## src/rtl/rtc_alarm_pkg.sv

```systemverilog
package rtc_alarm_pkg;
  localparam int DATA_W    = 8;
  localparam int DD_W      = 6;
  localparam int DAYSEL_BIT = 6;

  typedef enum logic [2:0] {
    SEL_HSEC    = 3'd0,
    SEL_SEC     = 3'd1,
    SEL_MIN     = 3'd2,
    SEL_HOUR    = 3'd3,
    SEL_DAYDATE = 3'd4,
    SEL_CTRL    = 3'd5
  } regSel_e;

  typedef struct packed {
    logic wrHsec;
    logic wrSec;
    logic wrMin;
    logic wrHour;
    logic wrDayDate;
    logic wrCtrl;
  } wrStrobes_t;
endpackage

```

## src/rtl/rtc_alarm_subsec_cmp.sv

```systemverilog
module rtc_alarm_subsec_cmp #(
  parameter int DATA_W = 8
) (
  input  logic [DATA_W-1:0] almCode,
  input  logic [DATA_W-1:0] curVal,
  output logic              hit
);
  localparam int NIB_W = DATA_W / 2;
  localparam logic [NIB_W-1:0] MASK_NIB = '1;
  localparam logic [NIB_W-1:0] MAX_DIGIT = NIB_W'(9);

  logic [NIB_W-1:0] almHi, almLo, curLo;
  logic             ignoreAll, unitsOnly;

  assign almHi = almCode[DATA_W-1:NIB_W];
  assign almLo = almCode[NIB_W-1:0];
  assign curLo = curVal[NIB_W-1:0];

  always_comb begin
    ignoreAll = (almHi == MASK_NIB) && (almLo == MASK_NIB);
    unitsOnly = (almHi == MASK_NIB) && (almLo <= MAX_DIGIT);
    if (ignoreAll)      hit = 1'b1;
    else if (unitsOnly) hit = (almLo == curLo);
    else                hit = (almCode == curVal);
  end
endmodule

```

## src/rtl/rtc_alarm_datapath.sv

```systemverilog
module rtc_alarm_datapath
  import rtc_alarm_pkg::*;
#(
  parameter int W   = DATA_W,
  parameter int DDW = DD_W
) (
  input  logic            clk,
  input  logic            rstN,
  input  wrStrobes_t      strb,
  input  logic [W-1:0]    wrData,
  input  logic [W-1:0]    curHsec,
  input  logic [W-1:0]    curSec,
  input  logic [W-1:0]    curMin,
  input  logic [W-1:0]    curHour,
  input  logic [DDW-1:0]  curDow,
  input  logic [DDW-1:0]  curDate,
  output logic            timeMatch,
  output logic            irqEnable,
  output logic            irqMode
);
  logic [W-1:0]   almHsec, almSec, almMin, almHour;
  logic [DDW-1:0] almDdVal;
  logic           almDaySel;
  logic           hsecHit, ddHit;

  always_ff @(posedge clk or negedge rstN) begin
    if (!rstN) begin
      almHsec   <= '0;
      almSec    <= '0;
      almMin    <= '0;
      almHour   <= '0;
      almDdVal  <= '0;
      almDaySel <= 1'b0;
      irqEnable <= 1'b0;
      irqMode   <= 1'b0;
    end else begin
      if (strb.wrHsec) almHsec <= wrData;
      if (strb.wrSec)  almSec  <= wrData;
      if (strb.wrMin)  almMin  <= wrData;
      if (strb.wrHour) almHour <= wrData;
      if (strb.wrDayDate) begin
        almDdVal  <= wrData[DDW-1:0];
        almDaySel <= wrData[DAYSEL_BIT];
      end
      if (strb.wrCtrl) begin
        irqEnable <= wrData[0];
        irqMode   <= wrData[1];
      end
    end
  end

  rtc_alarm_subsec_cmp #(.DATA_W(W)) u_subsec (
    .almCode (almHsec),
    .curVal  (curHsec),
    .hit     (hsecHit)
  );

  always_comb begin
    ddHit     = almDaySel ? (almDdVal == curDow) : (almDdVal == curDate);
    timeMatch = hsecHit && ddHit && (almSec == curSec) &&
                (almMin == curMin) && (almHour == curHour);
  end

  p_ff_ignores_hsec_r7: assert property (@(posedge clk) disable iff (!rstN)
    (almHsec == 8'hFF) |-> hsecHit);

  p_day_mode_r5: assert property (@(posedge clk) disable iff (!rstN)
    (almDaySel && timeMatch) |-> (almDdVal == curDow));

  p_date_mode_r4: assert property (@(posedge clk) disable iff (!rstN)
    (!almDaySel && timeMatch) |-> (almDdVal == curDate));
endmodule

```

## src/rtl/rtc_alarm_control.sv

```systemverilog
module rtc_alarm_control
  import rtc_alarm_pkg::*;
(
  input  logic       clk,
  input  logic       rstN,
  input  logic       tick,
  input  logic       wrEn,
  input  logic [2:0] wrSel,
  input  logic       afClr,
  input  logic       timeMatch,
  input  logic       irqEnable,
  input  logic       irqMode,
  output wrStrobes_t strb,
  output logic       alarmFlag,
  output logic       intN
);
  logic setFlag;

  always_comb begin
    strb           = '0;
    strb.wrHsec    = wrEn && (wrSel == SEL_HSEC);
    strb.wrSec     = wrEn && (wrSel == SEL_SEC);
    strb.wrMin     = wrEn && (wrSel == SEL_MIN);
    strb.wrHour    = wrEn && (wrSel == SEL_HOUR);
    strb.wrDayDate = wrEn && (wrSel == SEL_DAYDATE);
    strb.wrCtrl    = wrEn && (wrSel == SEL_CTRL);
  end

  assign setFlag = tick && timeMatch;

  always_ff @(posedge clk or negedge rstN) begin
    if (!rstN)        alarmFlag <= 1'b0;
    else if (setFlag) alarmFlag <= 1'b1;
    else if (afClr)   alarmFlag <= 1'b0;
  end

  assign intN = !(alarmFlag && irqEnable && irqMode);

  p_set_on_match_r2: assert property (@(posedge clk) disable iff (!rstN)
    (tick && timeMatch) |=> alarmFlag);

  p_no_set_without_tick_r3: assert property (@(posedge clk) disable iff (!rstN)
    (!alarmFlag && !tick) |=> !alarmFlag);

  p_sticky_r8: assert property (@(posedge clk) disable iff (!rstN)
    (alarmFlag && !afClr) |=> alarmFlag);

  p_clear_r8: assert property (@(posedge clk) disable iff (!rstN)
    (afClr && !(tick && timeMatch)) |=> !alarmFlag);

  p_match_beats_clear_r9: assert property (@(posedge clk) disable iff (!rstN)
    (afClr && tick && timeMatch) |=> alarmFlag);

  p_int_released_r10: assert property (@(posedge clk) disable iff (!rstN)
    (!irqMode || !alarmFlag) |-> intN);

  p_one_strobe_r11: assert property (@(posedge clk) disable iff (!rstN)
    $onehot0(strb));
endmodule

```

## src/rtl/rtc_alarm_match.sv

```systemverilog
module rtc_alarm_match
  import rtc_alarm_pkg::*;
(
  input  logic              clk,
  input  logic              rstN,
  input  logic              tick,
  input  logic [DATA_W-1:0] curHsec,
  input  logic [DATA_W-1:0] curSec,
  input  logic [DATA_W-1:0] curMin,
  input  logic [DATA_W-1:0] curHour,
  input  logic [DD_W-1:0]   curDow,
  input  logic [DD_W-1:0]   curDate,
  input  logic              wrEn,
  input  logic [2:0]        wrSel,
  input  logic [DATA_W-1:0] wrData,
  input  logic              afClr,
  output logic              alarmFlag,
  output logic              intN
);
  wrStrobes_t strb;
  logic       timeMatch, irqEnable, irqMode;

  rtc_alarm_control u_ctrl (
    .clk       (clk),
    .rstN      (rstN),
    .tick      (tick),
    .wrEn      (wrEn),
    .wrSel     (wrSel),
    .afClr     (afClr),
    .timeMatch (timeMatch),
    .irqEnable (irqEnable),
    .irqMode   (irqMode),
    .strb      (strb),
    .alarmFlag (alarmFlag),
    .intN      (intN)
  );

  rtc_alarm_datapath #(.W(DATA_W), .DDW(DD_W)) u_dp (
    .clk       (clk),
    .rstN      (rstN),
    .strb      (strb),
    .wrData    (wrData),
    .curHsec   (curHsec),
    .curSec    (curSec),
    .curMin    (curMin),
    .curHour   (curHour),
    .curDow    (curDow),
    .curDate   (curDate),
    .timeMatch (timeMatch),
    .irqEnable (irqEnable),
    .irqMode   (irqMode)
  );
endmodule

```

## config.mk

```make
export PLATFORM = sky130hd
export DESIGN_NAME = rtc_alarm_match
export DESIGN_NICKNAME = d
export VERILOG_FILES = /design/src/rtl/rtc_alarm_pkg.sv /design/src/rtl/rtc_alarm_subsec_cmp.sv /design/src/rtl/rtc_alarm_datapath.sv /design/src/rtl/rtc_alarm_control.sv /design/src/rtl/rtc_alarm_match.sv
export SDC_FILE = /design/constraint.sdc
export NUM_CORES = 1
export LEC_CHECK = 0
export ABC_AREA = 1
export CORE_MARGIN = 3
export CORE_UTILIZATION = 56
export DETAILED_ROUTE_END_ITERATION = 16
export DONT_BUFFER_PORTS = 1
export PLACE_DENSITY = 0.79
export SETUP_SLACK_MARGIN = 0.2
export SLEW_MARGIN = 5
export SYNTH_ARGS = -nofsm -noshare
export SYNTH_HDL_FRONTEND = slang
export SYNTH_SLANG_ARGS = --single-unit
```

## constraint.sdc

```tcl
create_clock -name clk -period 1.8 [get_ports clk]
set_clock_uncertainty 0.2 [all_clocks]
set_input_delay 0 -clock clk [delete_from_list [all_inputs] [get_ports clk]]
set_output_delay 0 -clock clk [all_outputs]
set_load 0.005 [all_outputs]
```

### After elaboration in Yosys (flattened, before gate mapping)

Cells that the tools add are included.

* bits in registers: 42
* output and inout bits: 2
* logic and storage cells: 47

* $lt $le $gt $ge: 1
* equal/unequal tests: 14
* multiplexer cells: 5
* reductions and logical operators: 18

Operator list (count)
* $eq 8x8->1: 4
* $logic_and 1x1->1: 15
* $eq 6x6->1: 2
* $eq 4x4->1 const B: 2
* $eq 3x2->1 const B: 2
* $eq 3x3->1 const B: 2
* $mux 1: 5
* $eq 4x4->1: 1
* $le 4x4->1 const B: 1
* $eq 3x1->1 const B: 1
* $logic_not 3->1: 1
* $reduce_bool 2->1: 1
* $logic_not 1->1: 1

### Longest topological paths before layout

Gate-level depths: netlist of run 1.

* depth in word-level cells: 10
* mapped depth: 11
* depth with buffers taken out: 10

### Hierarchy

From an unflattened synthesis of run 1, not the netlist that was laid out.

* cells, all modules: 350
* area total of the unflattened synthesis: 2438.6 µm²

By module, submodules not included
* rtc_alarm_datapath: times used 1, cells an instance 290, area an instance 2154.6 µm², seq. area each 1026.0 µm²
* rtc_alarm_subsec_cmp: times used 1, cells an instance 40, area an instance 180.2 µm², seq. area each 0.0 µm²
* rtc_alarm_control: times used 1, cells an instance 20, area an instance 103.8 µm², seq. area each 25.0 µm²

### Worst setup path before layout of run 1

OpenSTA, ideal clock, no wires.

* path type: flip-flop to flip-flop
* start point: register u_dp.almDaySel
* end point: register u_ctrl.alarmFlag
* library setup time: 0.065 ns
* arrival: 1.035 ns
* slack: 0.500 ns
* cell stages (with the launch flop): 11
* buffers on the path: 1
* clock period less this slack: 1.300 ns
* cells stage by stage: dfrtp_1 -> buf_6 -> inv_6 -> nand2_1 -> nand3_1 -> nand2_1 -> nor2_1 -> nand2_1 -> nor2_1 -> nand3_1 -> nand2_1

* word-level cells in the longest chain between the ends: 7
* elaborated cells on any way between the ends: 8

RTL lines
* start: declaration: line rtc_alarm_datapath.sv:23 `logic almDaySel;`
* start signal: assignment: line rtc_alarm_datapath.sv:43 `almDaySel <= wrData[DAYSEL_BIT];`
* $mux 1 (*): line rtc_alarm_datapath.sv:59 `ddHit = almDaySel ? (almDdVal == curDow) : (almDdVal == curDate);`
* $logic_and 1x1->1 (*) (3 in series): line rtc_alarm_datapath.sv:60 `timeMatch = hsecHit && ddHit && (almSec == curSec) &&`
* $logic_and 1x1->1 (*): line rtc_alarm_datapath.sv:61 `(almMin == curMin) && (almHour == curHour);`
* $logic_and 1x1->1 (*): line rtc_alarm_control.sv:29 `assign setFlag = tick && timeMatch;`
* $mux 1 or $reduce_bool 2->1 (tied branches)
* end signal: assignment: line rtc_alarm_control.sv:32 `if (!rstN) alarmFlag <= 1'b0;`
* end signal: assignment: line rtc_alarm_control.sv:33 `else if (setFlag) alarmFlag <= 1'b1;`
* end signal: assignment: line rtc_alarm_control.sv:34 `else if (afClr) alarmFlag <= 1'b0;`
* end: declaration: line rtc_alarm_control.sv:14 `output logic alarmFlag,`

Every way passes the cells marked *; elsewhere a longest branch is shown, timed or not.
A chain may end at the register's enable or synchronous reset.

### Worst setup path after layout of run 1

* start point: input port wrData[6]
* end point: register u_dp.almMin[6]

RTL lines
* start: declaration: line rtc_alarm_match.sv:15 `input logic [DATA_W-1:0] wrData,`
* end signal: assignment: line rtc_alarm_datapath.sv:39 `if (strb.wrMin) almMin <= wrData;`
* end: declaration: line rtc_alarm_datapath.sv:21 `logic [W-1:0] almHsec, almSec, almMin, almHour;`

No word-level cell between the ends.

==> flow_metrics.tcl, run 1 <==
set metrics [dict create \
    drv_slew 0 \
    most-common-layout-cells "130 x nand2_1, 58 x inv_1, 55 x dlygate4sd3_1" \
    clock.fmax_mhz 685 \
    portBuffers 0 \
    finalNetCount 464 \
    setup_tns_ps 0 \
    grt_max_degree 43 \
    n_antenna_cell 0 \
    path_max_fanout 5 \
    setup_violations 0 \
    drc 0 \
    hold_violations 11 \
    cp.required_ps 1770 \
    holdWs_ps -7.64 \
    num_io_pins 62 \
    cts_max_path_buffers 2 \
    drive_gt1_share_pct 5.19 \
    fp.dieW_um 71.5 \
    synth_warnings 0 \
    clk_latency_ps 280 \
    dieArea_um2 5110 \
    top_layer_used "met4" \
    min_path_type "in -> async" \
    grt_pass1_wl_um 10300 \
    vias 2345 \
    dp.cells 391 \
    netlist_instances 347 \
    dr_wl_met2_um 3250 \
    fin_cells 455 \
    power.total_mw 2.53 \
    gp_congestion 0.832 \
    ys_ff_latch 42 \
    coreArea_um2 4060 \
    start_kind "primary input" \
    postLayoutCoreUtil_pct 75.8 \
    pwr_density_cell_nw_per_um2 822 \
    max_slew_margin_pct 67.6 \
    routedWlPerCell_um 13.8 \
    clkSlewWorstSetupHoldPaths_ps 80 \
    synth_cell_type_count 18 \
    hpwlAfterDp_um 3920 \
    cp-end-kind "flip-flop" \
    fin_crit_sh_pct 81.1 \
    ant_nets 0 \
    yosysSeqAreaShare_pct 43.7 \
    drtIter0Drc 183 \
    numCtsBuffers 5 \
    drv_cap 0 \
    final_area_um2 3080 \
    min_period_ps 1460 \
    place_area_um2 2410 \
    p_leak_nw 1.63 \
    clockRootBuffer "clkbuf_8" \
    clock_sinks 42 \
    status "complete, but fails checks" \
    fp.dieH_um 71.5 \
    grt_pass1_vias 2302 \
    antenna_found_initial 0 \
    wl_met3_um 466 \
    detail_route.first_pass.iterations 5 \
    final_common_cell "nand2_1" \
    violations "hold timing" \
    setup_ws_ps 340 \
    synth_area_um2 2400 \
    ys.flop_type "dfrtp_1" \
    cts_tree "done" \
    rsz0062_at_grt "no" \
    worst_pin_slew_ps 484 \
    worst-setup-path-type "in -> reg" \
    synth-edff-count 0 \
    rows 23 \
    grt_overflow_total 0 \
    htreeDepth 2 \
    floorplan.initialDensity_pct 59.2 \
    ir_drop_uv 681 \
    pre_cts_ws_ps 358 \
    grtUsageTotal_pct 25.8 \
    syn-num-nets 407 \
    async_flop_share_pct 100 \
    cp.arrival_ps 1430 \
    drt-vias-per-instance 5.15 \
    drt_wl_total_um 6270 \
    wl_met1_um 2460 \
    syn2layout_area_growth_pct 28.0 \
    syn_area_per_cell_um2 6.93 \
]
## flip-flops by register name, summed over array words and instances, names as in the netlist
name and flops:
u_ctrl.alarmFlag 1, u_dp.almHour 8, u_dp.irqEnable 1, u_dp.almMin 8, u_dp.almSec 8, u_dp.irqMode 1
u_dp.almDaySel 1, u_dp.almHsec 8, u_dp.almDdVal 6
## final timing paths
kind                                 startpoint          endpoint  slack [ps]  cells after the start
worst max-delay path                  wrData[6]    u_dp.almMin[6]         340                      4
worst min-delay path                       rstN    u_dp.almSec[2]          -8                      2
worst max register to register   u_dp.almDaySel  u_ctrl.alarmFlag         360                      9
min in group clk                     curHour[7]  u_ctrl.alarmFlag           0                      8
worst min register to register  u_dp.almHour[7]   u_dp.almHour[7]         310                      2
max in group asynchronous                  rstN    u_dp.almDaySel        1200                      2
## Yosys cell counts, types with 2 or more instances
library cell	n	share of area (%)
buf_2	2	0.42
buf_6	4	1.9
dfrtp_1	42	44
inv_1	58	9.1
nand2_1	130	20
nand2_2	6	1.6
nand3_1	10	2.1
nand3_2	2	0.83
nor2_1	31	4.8
o21ai_0	38	7.9
o21ai_1	7	1.5
xnor2_1	8	2.9
xor2_1	4	1.5
## power by group
part | total, mW | internal (mW) | switching (mW)
combinational | 0.654 | 0.312 | 0.342
clock | 0.606 | 0.309 | 0.297
sequential | 1.27 | 1.12 | 0.152
total | 2.53 | 1.74 | 0.791
## final cells by class
| class | count | area, um2 |
|---|---|---|
| Clock buffer | 7 | 86.3 |
| Clock inverter | 1 | 5.00 |
| Fill cell | 297 | 981 |
| Inverter | 59 | 226 |
| Multi-Input combinational cell | 240 | 1070 |
| Sequential cell | 42 | 1050 |
| Tap cell | 50 | 62.6 |
| Timing Repair Buffer | 56 | 571 |
## repair_timing
item / CTS / global route
hold buffers: 55 / 2
gates resized for setup: 0 / 2
endpoints found under the hold margin: 84 / 1
setup buffers: 0 / 0
setup endpoints to repair: 0 / 3
## routing by layer
metal  vias to the layer above  global-route usage, %
met5                         -                      0
met2                        99                   44.9
met3                        16                   6.03
met4                         0                   9.39
met1                      1074                   31.2
li1                       1156                      -
## worst max-delay path, cell delays in order
cell,delay [ps]
dlygate4sd3_1,560
inv_1,210
o21ai_1,100
dlygate4sd3_1,550
## cell families (layout without fill, tap and decap cells)
group | count (synthesis) | count (layout) | share of synthesized area, %
buffers and inverters | 65 | 123 | 11.7
DFF | 42 | 42 | 43.7
AOI/OAI and AO/OA | 46 | 46 | 9.58
and+or+nand+nor | 182 | 182 | 30.6
xor gates and xnor gates | 12 | 12 | 4.37
No activity file was read; power rests on OpenSTA's default activity.
==> run 2, diff against run 1 <==
--- a/config.mk
+++ b/config.mk
@@ -5,7 +5,7 @@
 export SDC_FILE = /design/constraint.sdc
 export NUM_CORES = 1
 export LEC_CHECK = 0
-export ABC_AREA = 1
+export ABC_AREA = 0
 export CORE_MARGIN = 3
 export CORE_UTILIZATION = 56
 export DETAILED_ROUTE_END_ITERATION = 16
==> constraint.sdc (replaced) <==
create_clock -name clk -period 1.5 [get_ports clk]
set_clock_uncertainty 0.2 [all_clocks]
set_input_delay 0 -clock clk [delete_from_list [all_inputs] [get_ports clk]]
set_output_delay 0 -clock clk [all_outputs]
set_load 0.005 [all_outputs]
==> flow_metrics.tcl, run 2 <==
set metrics [dict create \
    netlist_instances 159 \
    ys_ff_latch 42 \
    path_max_fanout 7 \
    drive_gt1_share_pct 34.4 \
    fp.dieW_um 68.2 \
    dieArea_um2 4650 \
    ir_drop_uv 801 \
    worst_pin_slew_ps 478 \
    synth.top_cell.area_share_pct 48.5 \
    portBuffers 0 \
    vias 1367 \
    min_period_ps 1700 \
    syn2layout_area_growth_pct 18.6 \
    violations "hold timing, setup timing" \
    cp.arrival_ps 1700 \
    cts_max_path_buffers 2 \
    finalNetCount 248 \
    hpwlAfterDp_um 3390 \
    drc 0 \
    syn_area_per_cell_um2 13.6 \
    synth-edff-count 0 \
    clock_sinks 42 \
    num-fill-cells 256 \
    synth_area_leaders "dfrtp_1 49%, mux2_2 21%, xnor2_1 8.5%" \
    grtUsageTotal_pct 22.3 \
    clkSlewWorstSetupHoldPaths_ps 80 \
    max_slew_margin_pct 68.1 \
    seq_area_um2 1050 \
    cts_tree "done" \
    cp.required_ps 1500 \
    antenna_found_initial 0 \
    clock.fmax_mhz 588 \
    multi_input_area_um2 1100 \
    holdWs_ps -145 \
    grt_pass1_vias 1484 \
    routedWlPerCell_um 20.6 \
    synth_area_um2 2170 \
    drv_cap 0 \
    status "complete, but fails checks" \
    setup_ws_ps -202 \
    drt-vias-per-instance 5.82 \
    cts_hold_buf 18 \
    clockRootBuffer "clkbuf_8" \
    htreeDepth 2 \
    worst-setup-path-type "reg -> reg" \
    fin_crit_sh_pct 113 \
    cp-end-kind "flip-flop" \
    detail_route.first_pass.iterations 4 \
    drt_wl_total_um 4850 \
    n_antenna_cell 0 \
    floorplan.initialDensity_pct 61.5 \
    numCtsBuffers 5 \
    fp.dieH_um 68.2 \
    ys.flop_type "dfrtp_1" \
    hold_violations 1 \
    synth_warnings 0 \
    gp_congestion 0.810 \
    rsz0062_at_grt "yes" \
    drv_slew 0 \
    grt_max_degree 43 \
    start_kind "flip-flop" \
    grt_overflow_total 0 \
    pwr_density_cell_nw_per_um2 1170 \
    async_flop_share_pct 100 \
    pre_cts_ws_ps -238 \
    coreArea_um2 3520 \
    clk_latency_ps 300 \
    synth_largest_area_cell "dfrtp_1" \
    drtIter0Drc 36 \
    synth_cell_type_count 23 \
    most-common-layout-cells "41 x mux2_2, 41 x dfrtp_1, 21 x xnor2_1" \
    ys_top_cells_by_count "42 x dfrtp_1, 41 x mux2_2, 21 x xnor2_1" \
    min_path_type "in -> reg" \
    rows 21 \
    yosysSeqAreaShare_pct 48.5 \
    syn-num-nets 219 \
    setup_tns_ps -202 \
    num_io_pins 62 \
    synth.most_common_cell "dfrtp_1" \
    ant_nets 0 \
    grt_pass1_wl_um 7200 \
    setup_violations 1 \
    p_leak_nw 1.08 \
]
run 2: worst paths after layout:
check                      cells past startpoint            from                to  slack [ps]
setup / recovery                               4  u_dp.almDaySel  u_ctrl.alarmFlag        -200
hold / removal                                 5       curSec[2]  u_ctrl.alarmFlag        -140
setup reg to reg                               4  u_dp.almDaySel  u_ctrl.alarmFlag        -200
hold reg to reg                                1  u_dp.irqEnable    u_dp.irqEnable         320
max in group asynchronous                      3            rstN    u_dp.almDaySel         340
min in group asynchronous                      3            rstN    u_dp.almSec[0]         550
run 2: area by class of cell:
cell class                 count  share of cell area (%)
clock buffer                   6                    2.83
clock inverter                 2                   0.536
multi-input combinational    114                    43.0
sequential                    42                    41.0
tap                           46                    2.24
timing repair buffer          25                    10.5
run 2: logic make-up (layout without fill, tap and decap cells):
logic type | after synthesis | in the layout | share of synthesized area, %
muxes | 47 | 47 | 24.1
DFF | 42 | 42 | 48.5
xor gates and xnor gates | 38 | 38 | 15.4
and+or+nand+nor | 25 | 25 | 9.76
AOI/OAI and AO/OA | 4 | 4 | 1.56
buffers and inverters | 3 | 33 | 0.693
run 2: layer usage:
layer | share of wire [%] | track usage, %
met1 | 38 | 24.9
met2 | 54 | 39.1
met3 | 6.6 | 5.58
met4 | 1.2 | 10.9
met5 | 0 | 0
run 2: power by group:
group / internal (mW) / switching (mW)
logic: 0.457 / 0.270
registers: 1.38 / 0.194
clock network: 0.328 / 0.386
total: 2.16 / 0.850
run 2: critical path: stages (launching register included):
cell	delay [ps]
dfrtp_2	480
mux2i_2	280
xor2_1	180
nand4_1	140
o41ai_2	320
run 2: timing repair:
| item | CTS | global route |
|---|---|---|
| pin swaps | 0 | 3 |
| setup endpoints to repair | 1 | 42 |
| resized for setup | 1 | 6 |
| hold endpoints to repair | 84 | 1 |
| setup buffers | 0 | 2 |
run 2: through the flow:
step | utilization (%) | std cells | power, mW | instance area (um2)
after floorplan | - | 159 | 2.08 | 2170
after global placement | 63.8 | 207 | 2.16 | 2250
after detailed placement | 63.8 | 207 | 2.21 | 2250
after CTS | 71.7 | 233 | 3.02 | 2520
after global routing | 73.0 | 235 | 3.16 | 2570
final | 73.0 | 235 | 3.01 | 2570
==> run 3, diff against run 2 <==
--- a/config.mk
+++ b/config.mk
@@ -7,10 +7,10 @@
 export LEC_CHECK = 0
 export ABC_AREA = 0
 export CORE_MARGIN = 3
-export CORE_UTILIZATION = 56
+export CORE_UTILIZATION = 35
 export DETAILED_ROUTE_END_ITERATION = 16
 export DONT_BUFFER_PORTS = 1
-export PLACE_DENSITY = 0.79
+export PLACE_DENSITY = 0.57
 export SETUP_SLACK_MARGIN = 0.2
 export SLEW_MARGIN = 5
 export SYNTH_ARGS = -nofsm -noshare
==> flow_metrics.tcl, run 3 (synthesized netlist as in run 2, its figures left out) <==
set metrics [dict create \
    drc 0 \
    violations "hold timing, setup timing" \
    cts_max_path_buffers 2 \
    most-common-layout-cells "41 x mux2_2, 41 x dfrtp_1, 21 x xnor2_1" \
    worst_pin_slew_ps 397 \
    num_io_pins 62 \
    grt_max_degree 43 \
    grt_pass1_wl_um 8380 \
    place_area_um2 2290 \
    cts_hold_buf 18 \
    clkSlewWorstSetupHoldPaths_ps 80 \
    drv_slew 0 \
    grtUsageTotal_pct 15.5 \
    setup_tns_ps -222 \
    clockRootBuffer "clkbuf_8" \
    start_kind "flip-flop" \
    htreeDepth 2 \
    finalNetCount 250 \
    clk_latency_ps 290 \
    cp.required_ps 1490 \
    rows 28 \
    rsz0062_at_grt "yes" \
    cp-end-kind "flip-flop" \
    syn2layout_area_growth_pct 23.5 \
    worst-setup-path-type "reg -> reg" \
    setup_ws_ps -222 \
    drtIter0Drc 36 \
    fp.dieH_um 84.7 \
    drv_cap 0 \
    final_area_um2 2680 \
    holdWs_ps -113 \
    hold_violations 1 \
    path_max_fanout 7 \
    power.total_mw 3.23 \
    dieArea_um2 7170 \
    routedWlPerCell_um 19.7 \
    detail_route.first_pass.iterations 4 \
    pwr_density_cell_nw_per_um2 1210 \
    floorplan.initialDensity_pct 36.4 \
    status "complete, but fails checks" \
    portBuffers 0 \
    cp.arrival_ps 1710 \
    fin_crit_sh_pct 115 \
    drive_gt1_share_pct 36.8 \
    min_period_ps 1720 \
    clock.fmax_mhz 581 \
    hpwlAfterDp_um 3730 \
    grt_pass1_vias 1622 \
    p_leak_nw 1.10 \
    max_slew_margin_pct 73.5 \
    fp.dieW_um 84.7 \
    drt_wl_total_um 5250 \
    ir_drop_uv 636 \
    setup_violations 1 \
    gp_congestion 0.783 \
    drt-vias-per-instance 5.18 \
    clock_sinks 42 \
    numCtsBuffers 5 \
    coreArea_um2 5960 \
    cts_tree "done" \
    ant_nets 0 \
    min_path_type "in -> reg" \
    vias 1379 \
    antenna_found_initial 1 \
    grt_overflow_total 0 \
]
-- run 3: timing repair --
action	in CTS	in global routing
endpoints found under the setup margin	1	42
gates resized for setup	2	8
pin swaps	1	4
endpoints found under the hold margin	84	1
gates cloned	0	0
setup buffers	0	3
-- run 3: final cells by class --
class,count,area [um2]
flip-flops and latches,42,1050
multi-input cells,114,1120
clock inverters,1,30.0
fillers,572,3280
repair buffers,27,297
diodes,1,2.50
well taps,75,93.8
clock buffers,6,82.6
-- run 3: power breakdown --
| part | leakage, nW | total [mW] | switching, mW | internal (mW) |
|---|---|---|---|---|
| registers | 0.505 | 1.57 | 0.197 | 1.38 |
| clock network | 0.0573 | 0.910 | 0.377 | 0.533 |
| logic | 0.542 | 0.741 | 0.272 | 0.470 |
-- run 3: routing by layer --
metal	share of wire, %	GRT usage, %	vias to the layer above
met5	0	0	-
met4	1.1	4.32	0
met3	6.3	4.81	7
met2	51	26.3	46
met1	42	18.9	697
li1	-	-	629
-- run 3: stage by stage --
stage,setup slack (ps),utilization (%),std cells,hold WS (ps)
floorplan,3.18,-,159,-496
global placement,-236,38.4,237,-494
detailed placement,-246,38.4,237,-494
CTS,-187,43.7,262,-119
global route,-290,44.9,266,-97.6
finish,-222,44.9,266,-113
-- run 3: worst max-delay path, stage by stage, from the launching register on --
cell	delay, ps
dfrtp_2	510
mux2i_2	300
xor2_1	170
nand4_1	130
o41ai_2	310
-- run 3: worst paths after layout --
check	to	start	depth (start not counted)	slack, ps
max in group asynchronous	u_dp.almHsec[1]	rstN	3	390
min in group asynchronous	u_dp.almDdVal[1]	rstN	3	500
worst max register to register	u_ctrl.alarmFlag	u_dp.almDaySel	4	-220
worst min register to register	u_dp.irqEnable	u_dp.irqEnable	1	320
worst max-delay path	u_ctrl.alarmFlag	u_dp.almDaySel	4	-220
worst min-delay path	u_ctrl.alarmFlag	curMin[7]	5	-110
